**config.mk**
```make
export PLATFORM = sky130hd
export DESIGN_NAME = uop_field_ctrl
export DESIGN_NICKNAME = d
export VERILOG_FILES = /design/src/rtl/uop_pkg.sv /design/src/rtl/uop_ctrl_rom.sv /design/src/rtl/uop_field_decoder.sv /design/src/rtl/uop_field_encoder.sv /design/src/rtl/uop_field_ctrl.sv
export SDC_FILE = /design/constraint.sdc
export NUM_CORES = 1
export LEC_CHECK = 0
export BUFFER_PORTS_ARGS = -buffer_cell sky130_fd_sc_hd__buf_2
export CAP_MARGIN = 5
export CORE_AREA = 2 2 39 41
export CTS_CLUSTER_SIZE = 14
export DETAILED_ROUTE_END_ITERATION = 8
export DIE_AREA = 0 0 41 43
export GPL_ROUTABILITY_DRIVEN = 0
export GPL_TIMING_DRIVEN = 0
export PLACE_DENSITY = 0.47
export SYNTH_ARGS = -nofsm -noshare
export SYNTH_HDL_FRONTEND = slang
export SYNTH_SLANG_ARGS = --single-unit
```
**constraint.sdc**
```tcl
create_clock -name clk -period 1.3 [get_ports clk]
set_clock_uncertainty 0.15 [all_clocks]
set_input_delay 0.065 -clock clk [delete_from_list [all_inputs] [get_ports clk]]
set_output_delay 0.065 -clock clk [all_outputs]
set_load 0.03 [all_outputs]
```
**src/rtl/uop_pkg.sv**
```systemverilog
// Shared constants for the field-encoded control unit.
// Assumes every group has the same size and occupies contiguous uop bits.
package uop_pkg;
    localparam int NUM_OPS    = 6;
    localparam int NUM_FIELDS = 2;
    localparam int GROUP_SIZE = NUM_OPS / NUM_FIELDS;
    localparam int FIELD_W    = $clog2(GROUP_SIZE + 1);
    localparam int NUM_CODES  = 1 << FIELD_W;
    localparam int WORD_W     = NUM_FIELDS * FIELD_W;
    localparam int DEPTH      = 4;
    localparam int ADDR_W     = $clog2(DEPTH);

    // Microoperation index selected by each code of each field; -1 marks the idle code.
    // Field 0 sits in the most significant bits of the stored word.
    localparam int FIELD_MAP [NUM_FIELDS][NUM_CODES] = '{
        '{-1, 1, 0, 2},
        '{-1, 5, 3, 4}
    };

    // Compressed control store image, index 0 first.
    localparam logic [WORD_W-1:0] STORE_IMG [DEPTH] = '{
        4'b0101, 4'b0110, 4'b1011, 4'b1111
    };
endpackage

```
**src/rtl/uop_ctrl_rom.sv**
```systemverilog
// Compressed control store: returns the stored word for an address.
// Assumes the store is small enough to build from logic.
module uop_ctrl_rom
    import uop_pkg::*;
(
    input  logic [ADDR_W-1:0] addr,
    output logic [WORD_W-1:0] word
);
    // Look up the word held at the address.
    always_comb begin
        word = STORE_IMG[addr];
    end
endmodule

```
**src/rtl/uop_field_decoder.sv**
```systemverilog
// Expands one binary field into the microoperation vector of its group.
// Assumes code 0 is idle and the other codes select one microoperation each.
module uop_field_decoder
    import uop_pkg::*;
#(
    parameter int FIELD_IDX = 0
) (
    input  logic [FIELD_W-1:0]  code,
    output logic [NUM_OPS-1:0]  ops
);
    // Assert the single microoperation selected by a non-idle code.
    always_comb begin
        ops = '0;
        for (int c = 1; c < NUM_CODES; c++) begin
            if (FIELD_MAP[FIELD_IDX][c] >= 0 && code == FIELD_W'(c)) begin
                ops[FIELD_MAP[FIELD_IDX][c]] = 1'b1;
            end
        end
    end
endmodule

```
**src/rtl/uop_field_encoder.sv**
```systemverilog
// Maps the raw microoperation vector of one group to that group's field code.
// Flags a conflict and outputs code 0 when two or more members are active.
module uop_field_encoder
    import uop_pkg::*;
#(
    parameter int FIELD_IDX = 0
) (
    input  logic [NUM_OPS-1:0]  raw,
    output logic [FIELD_W-1:0]  code,
    output logic                conflict
);
    int hits;
    logic [FIELD_W-1:0] pick;

    // Count the active members and note the code of the last one seen.
    always_comb begin
        hits = 0;
        pick = '0;
        for (int c = 1; c < NUM_CODES; c++) begin
            if (FIELD_MAP[FIELD_IDX][c] >= 0 && raw[FIELD_MAP[FIELD_IDX][c]]) begin
                hits = hits + 1;
                pick = FIELD_W'(c);
            end
        end
        conflict = (hits > 1);
        code     = conflict ? '0 : pick;
    end
endmodule

```
**src/rtl/uop_field_ctrl.sv**
```systemverilog
// Top of the field-encoded control unit: store, per-field decoders,
// registered microoperation vector, and the combinational encoder path.
// Assumes the groups are disjoint, so the decoder outputs can be ORed.
module uop_field_ctrl
    import uop_pkg::*;
(
    input  logic                 clk,
    input  logic                 rst_n,
    input  logic [ADDR_W-1:0]    addr,
    output logic [NUM_OPS-1:0]   uops,
    input  logic [NUM_OPS-1:0]   enc_raw,
    output logic [WORD_W-1:0]    enc_word,
    output logic                 enc_err
);
    logic [WORD_W-1:0]  rom_word;
    logic [NUM_OPS-1:0] dec_ops  [NUM_FIELDS];
    logic [NUM_FIELDS-1:0] conflicts;
    logic [NUM_OPS-1:0] dec_all;

    uop_ctrl_rom u_rom (.addr(addr), .word(rom_word));

    for (genvar f = 0; f < NUM_FIELDS; f++) begin : g_field
        localparam int LSB = (NUM_FIELDS - 1 - f) * FIELD_W;

        uop_field_decoder #(.FIELD_IDX(f)) u_dec (
            .code (rom_word[LSB +: FIELD_W]),
            .ops  (dec_ops[f])
        );

        uop_field_encoder #(.FIELD_IDX(f)) u_enc (
            .raw      (enc_raw),
            .code     (enc_word[LSB +: FIELD_W]),
            .conflict (conflicts[f])
        );
    end

    // Merge the per-field decoder outputs.
    always_comb begin
        dec_all = '0;
        for (int f = 0; f < NUM_FIELDS; f++) begin
            dec_all = dec_all | dec_ops[f];
        end
    end

    assign enc_err = |conflicts;

    // Register the decoded vector; reset clears every microoperation.
    always_ff @(posedge clk) begin
        if (!rst_n) begin
            uops <= '0;
        end else begin
            uops <= dec_all;
        end
    end
endmodule

```
# Word-level counts from Yosys, hierarchy flattened
# Cells that the tools add are included.
# W data, S select, Z words.
[word_totals]
register_bits = 6
in_bits = 10
out_inout_bits = 11
word_cells = 40
[classes]
addsub = 4
order_cmp = 3
eq_ne = 6
mux = 23
bitwise = 2
reduce_logical = 1
[ops]
columns = ["op", "n"]
rows = [
  ["$add A32 B2 Y32 const B", 4],
  ["$mux W32", 4],
  ["$gt A32 B2 Y1 const B", 2],
  ["$mux W2", 6],
  ["$mux W1", 10],
  ["$bmux W4 S2", 1],
  ["$eq A2 B2 Y1 const B", 4],
  ["$mux W4", 2],
  ["$or A3 B6 Y6", 1],
  ["$eq A2 B1 Y1 const B", 2],
  ["$ge A3 B3 Y1 const B", 1],
  ["$not A2 Y3", 1],
  ["$reduce_or A2 Y1", 1],
]

# Longest topological paths before layout
# Gate-level depths: netlist of the first run.
[depth]
word_depth = 7
depth_mapped = 5
mapped_depth_nobuf = 5

# By module
# From an unflattened synthesis of the first run, not the netlist that was laid out.
[unflattened]
hier_cells = 55
area_unflattened_um2 = 478.0
[by_module_without_submodules]
columns = ["module", "instances", "cells_each", "area_each_um2", "seq_area_each_um2"]
rows = [
  ["uop_field_encoder", 2, 12, 91.3, 0.0],
  ["uop_field_ctrl", 1, 13, 171.4, 120.1],
  ["uop_field_decoder", 2, 7, 48.8, 0.0],
  ["uop_ctrl_rom", 1, 4, 26.3, 0.0],
]

# Worst setup path after synthesis of the first run
# Ideal clock, no wire load.
[synth_path]
path_type = "in2out"
from = "input port enc_raw[3]"
to = "output port enc_word[0]"
t_arrival_ns = 0.979
required_ns = 1.085
setup_slack_ns = 0.106
stages = 5
n_path_buf = 0
path_cell_list = "inv_1 ha_1 nand2b_1 a21oi_2 o21a_1"
[synth_via]
elab_chain_len = 5
elab_cells_between_ends = 7
classes_between = "add/sub (1); order compare (1); mux (5)"
[synth_lines]
columns = ["element", "line", "rtl"]
rows = [
  ["from (decl)", "uop_field_ctrl.sv:11", "input logic [NUM_OPS-1:0] enc_raw,"],
  ["$mux W32", "uop_field_encoder.sv:20", "if (FIELD_MAP[FIELD_IDX][c] >= 0 && raw[FIELD_MAP[FIELD_IDX][c]]) begin"],
  ["$add A32 B2 Y32", "uop_field_encoder.sv:21", "hits = hits + 1;"],
  ["$mux W32", "uop_field_encoder.sv:20", ""],
  ["$gt A32 B2 Y1", "uop_field_encoder.sv:25", "conflict = (hits > 1);"],
  ["$mux W2 *", "uop_field_encoder.sv:26", "code = conflict ? '0 : pick;"],
  ["to (decl)", "uop_field_ctrl.sv:12", "output logic [WORD_W-1:0] enc_word,"],
]
# Every way passes the cells marked *; elsewhere a longest branch is shown, timed or not.

# Worst setup path in the final report of the first run
[layout_path]
from = "input port enc_raw[3]"
to = "output port enc_word[1]"
# The elaborated chain is that of the path after synthesis.

==> results of run 1 <==
## power breakdown
part / switching [mW] / leakage, nW / internal, mW
Sequential: 0.00138 / 0.0495 / 0.193
Clock: 0.0629 / 0.0138 / 0.104
Combinational: 0.0916 / 0.235 / 0.0695
Total: 0.156 / 0.299 / 0.367
## area by class of cell
class	count	area [um^2]	share of cell area, %
clock buffers	3	22.5	4.08
inverters	5	18.8	3.40
multi-input cells	26	216	39.2
flip-flops and latches	6	120	21.8
well taps	16	20.0	3.63
repair buffers	23	154	27.9
## Yosys cell counts (all sizes together)
library cell	number
a21oi	1
and2	2
and3	1
dfxtp	6
ha	6
inv	5
nand2	5
nand2b	1
nand3	1
nor2	1
nor2b	4
o211ai	1
o21a	2
o21ai	1
## how the worst max path moves through the flow
stage | start | end | slack [ps]
after CTS | enc_raw[3] | enc_word[0] | 20
after detailed placement | enc_raw[3] | enc_word[0] | -70
final | enc_raw[3] | enc_word[1] | 40
after floorplan | enc_raw[3] | enc_word[0] | 110
after global placement | enc_raw[3] | enc_word[1] | -70
after global routing | enc_raw[3] | enc_word[0] | -10
## layer usage
metal	wire [um]	up-vias	share of wire (%)	track usage, %
met3	64	0	9.1	0
met1	249	141	35	7.67
met4	0	0	0	8.00
met2	389	13	55	12.8
li1	-	170	-	-
met5	0	-	0	0
## cell families (layout without fill, tap and decap cells)
group,Yosys count,count (layout),share of synthesized area [%]
adders and majority gates,6,6,22.9
and+or+nand+nor,15,15,23.7
buffers and inverters,5,31,5.73
DFF,6,6,36.6
AOI/OAI and AO/OA,5,5,11.1
## critical path, cell delays in order
cell and delay [ps]:
buf_4 120, inv_2 80, ha_4 190, nand2b_4 140, a21oi_4 160, o21a_1 150
buf_6 130
## per-stage QoR
stage               setup TNS [ps]  util, %  power [mW]
floorplan                        0        -       0.281
global placement              -200     32.4       0.326
detailed placement            -165     32.4       0.326
CTS                              0     38.3       0.528
global route                 -22.8     39.9       0.563
finish                           0     39.9       0.522
## repair_timing
| action | 4_1_cts | 5_1_grt |
|---|---|---|
| gates resized for setup | 7 | 5 |
| hold buffers | 3 | 0 |
| endpoints found under the hold margin | 6 | 0 |
| buffers inserted | 0 | 0 |
| pin swaps | 2 | 2 |
| gates cloned | 0 | 0 |
| setup endpoints to repair | 3 | 3 |
==> results.py, run 1 <==
metrics = {
    "sta": {
        "post-route-min-period_ps": 1260,
        "fin_hold_ws_ps": 326,
        "slew_headroom_pct": 85.7,
        "post-route-period-util_pct": 97.0,
        "drv_slew": 0,
        "worst_pin_slew_ps": 214,
        "hold_viol_final": 0,
        "setup-violations-final": 0,
        "max_freq_mhz": 793,
        "setup_slack_ps": 39.2,
    },
    "run_status": {
        "status": "finished clean",
    },
    "place": {
        "preCtsSetupSlack_ps": -65.7,
        "dpl_cell_area_um2": 448,
        "place_inst": 73,
        "dp_hpwl_um": 497,
        "portBuffers": 20,
    },
    "floorplan": {
        "core_area_mm2": 0.00138,
        "die_x_um": 41,
        "initial_utilization_pct": 23.7,
        "fp-row-count": 14,
        "num_io_pins": 21,
        "die_h_um": 43,
        "dieArea_mm2": 0.00176,
    },
    "detailed_routing": {
        "wire_per_inst_um": 8.91,
        "vias": 324,
        "vias_per_cell": 4.10,
        "route.detailed.drc": 0,
        "drtPass1Iterations": 4,
        "first_iter_violations": 3,
        "antenna_left": 0,
        "wirelength_um": 704,
    },
    "worst_setup_path": {
        "crit_path_end_kind": "output port",
        "critPathKind": "in2out",
        "required_ps": 1090,
        "cp-start-kind": "primary input",
        "arrival_ps": 1050,
        "cp_max_fo": 3,
    },
    "global_routing": {
        "grt_pass1_vias": 270,
        "globalRouteOverflowTotal": 0,
        "grt_pass1_wl_um": 931,
        "grt_max_degree": 5,
        "antenna_found_initial": 0,
        "globalRouteTotalUtil_pct": 7.72,
    },
    "yosys": {
        "synth_cell_type_count": 14,
        "yosysTopAreaCell": "dfxtp_1",
        "synthTopCellsByArea": "dfxtp_1, ha_1, nor2b_1, inv_1, nand2_1",
        "synth_top_area_share_pct": 36.6,
        "syn_nets": 53,
        "syn-cell-area_um2": 328,
        "yosysWarnings": 0,
        "syn_inst": 37,
        "ys_ff_latch": 6,
        "yosysSeqAreaShare_pct": 36.6,
        "syn_area_per_cell_um2": 8.86,
    },
    "cts": {
        "cts-root-buf": "clkbuf_4",
        "cts-buffers-inserted": 3,
        "htreeDepth": 1,
        "cts_tree": "done",
        "clockBufferDepth": 2,
        "cts.sinks": 6,
    },
    "cells_and_area": {
        "layout_commonest_cell": "buf_2",
        "largest_reg_flops": 6,
        "final_cell_area_um2": 552,
        "nets": 81,
        "antenna_cells": 0,
        "top_register": "uops",
        "most-common-layout-cells": "buf_2, dfxtp_1, nand2_1, ha_1, nor2b_1",
        "drive_above_1_share_pct": 44.4,
        "fillerInstances": 150,
        "top_regs": "uops (6)",
        "syn_to_final_growth_pct": 68.3,
        "fin_cells": 79,
    },
    "hold_path": {
        "hold_path_end": "enc_word[1]",
        "worstHoldPathType": "in2out",
        "min-delay-start": "enc_raw[3]",
        "whs_path_depth": 3,
    },
    "power_and_ir_drop": {
        "pwr_density_cell_mw_per_mm2": 947,
        "ir_drop_uv": 230,
        "power.static_leakage_nw": 0.299,
    },
    "flow_run": {
        "cap_violations": 0,
    },
}
Note: power is estimated with default switching activity, not from simulation.
==> run 2: changes to the inputs <==
Clock period 1.3 ns to 1.2 ns, I/O delays scaled along.
==> run 2 against run 1 <==
Compared with the run above: routed wire length rose by 0.14%; hold slack got worse by 27 ps; non-clock buffer count rose by 1; global-route usage rose by 0.70 points; sequential power rose by 8%; critical path type unchanged; clock-buffer cell count did not move; cell area rose by 4.8%; first-iteration DRC count did not move; via count rose by 2.8%; final cell count rose by 1.3%; die area did not move.
==> results.py, run 2 (synthesis results as in run 1) <==
metrics = {
    "worst_setup_path": {
        "path_cells": "buf_8 -> inv_4 -> ha_4 -> nand2b_4 -> a21oi_4 -> o21a_1 -> buf_6",
        "critPathKind": "in2out",
        "cp-start-kind": "primary input",
        "cp_max_fo": 3,
        "crit_path_end_kind": "output port",
        "cp_slowest_cell": "ha_4",
        "cp_slowest_stage_delay_ps": 180,
        "path_buf_inv": 3,
        "arrival_ps": 990,
        "cp_top_family": "compound AO/OA/AOI/OAI gates",
        "required_ps": 990,
    },
    "run_status": {
        "status": "finished clean",
    },
    "cells_and_area": {
        "layout_commonest_cell": "buf_2",
        "top_register": "uops",
        "nets": 82,
        "drive_above_1_share_pct": 45.3,
        "fin_util_pct": 41.8,
        "largest_reg_flops": 6,
        "most-common-layout-cells": "buf_2, dfxtp_1, nand2_1, ha_1",
        "top_regs": "uops (6)",
        "fin_cells": 80,
        "fillerInstances": 149,
        "syn_to_final_growth_pct": 76.3,
        "antenna_cells": 0,
    },
    "hold_path": {
        "worstHoldPathType": "in2out",
    },
    "detailed_routing": {
        "first_iter_violations": 3,
        "vias": 333,
        "highest_layer": "met3",
        "vias_per_cell": 4.16,
        "wire_per_inst_um": 8.81,
        "wl_met2_um": 391,
        "antenna_left": 0,
        "route.detailed.drc": 0,
        "wirelength_um": 705,
        "wl_met1_um": 249,
        "drtPass1Iterations": 4,
        "wl_met3_um": 64,
    },
    "sta": {
        "post-route-period-util_pct": 99.9,
        "hold_viol_final": 0,
        "slew_headroom_pct": 86.0,
        "drv_slew": 0,
        "post-route-min-period_ps": 1200,
        "setup-violations-final": 0,
        "worst_pin_slew_ps": 209,
        "tns_ps": 0,
        "max_freq_mhz": 834,
        "rsz0062_at_grt": "yes",
    },
    "global_routing": {
        "grt_max_degree": 5,
        "antenna_found_initial": 0,
        "grt_pass1_vias": 294,
        "grt_pass1_wl_um": 1010,
        "globalRouteTotalUtil_pct": 8.42,
        "globalRouteOverflowTotal": 0,
    },
    "floorplan": {
        "die_h_um": 43,
        "dieArea_mm2": 0.00176,
        "core_area_mm2": 0.00138,
        "initial_utilization_pct": 23.7,
        "num_io_pins": 21,
        "fp-row-count": 14,
        "die_x_um": 41,
    },
    "cts": {
        "cts-buffers-inserted": 3,
        "cts_tree": "done",
        "cts-root-buf": "clkbuf_4",
        "cts.sinks": 6,
        "clockBufferDepth": 2,
        "htreeDepth": 1,
    },
    "place": {
        "dp_hpwl_um": 497,
        "portBuffers": 20,
        "place_inst": 73,
    },
    "flow_run": {
        "cap_violations": 0,
    },
    "power_and_ir_drop": {
        "pwr_density_cell_mw_per_mm2": 996,
        "ir_drop_uv": 254,
        "power_mw": 0.575,
        "power.static_leakage_nw": 0.308,
    },
}
## run 2: cell count changes in the layout (fill, tap and decap cells not counted)
cell	delta
buf_2	-1
buf_6	-1
buf_8	+2
clkbuf_4	+1
inv_2	-2
inv_4	+2
o21ai_0	-1
o21ai_1	+1
## run 2: report_power, final
group	total, mW	switching [mW]	internal, mW
combinational	0.184	0.101	0.0828
sequential	0.210	0.00149	0.209
clock	0.181	0.0683	0.113
## run 2: per-stage QoR
step           setup WS [ps]  hold slack (ps)  instance area (um^2)
6_report                1.18              299                   578
5_1_grt                -41.1              313                   578
4_1_cts                 6.42              291                   556
3_5_place_dp            -156              125                   448
3_3_place_gp            -163              118                   448
2_1_floorplan           16.4            -18.4                   328
## run 2: repair_timing
action,4_1_cts,5_1_grt
buffers inserted,0,1
setup endpoints to repair,3,3
endpoints found under the hold margin,6,0
pin swaps,2,2
hold buffers,3,0
resized for setup,11,7
## run 2: area by class of cell
cell class / count / area, um^2 / area share [%]
Tap cell: 16 / 20.0 / 3.46
Timing Repair Buffer: 24 / 175 / 30.3
Inverter: 5 / 23.8 / 4.11
Sequential cell: 6 / 120 / 20.8
Multi-Input combinational cell: 26 / 216 / 37.4
Clock buffer: 3 / 22.5 / 3.90
## run 2: routing by layer
layer  GRT usage (%)  up-vias
li1                -      175
met1            7.35      145
met2            15.3       13
met3               0        0
met4            8.00        0
met5               0        -
## run 2: final timing paths
kind,startpoint,endpoint,slack (ps),cells past startpoint
setup / recovery,enc_raw[3],enc_word[1],1,7
hold / removal,enc_raw[3],enc_word[1],300,3
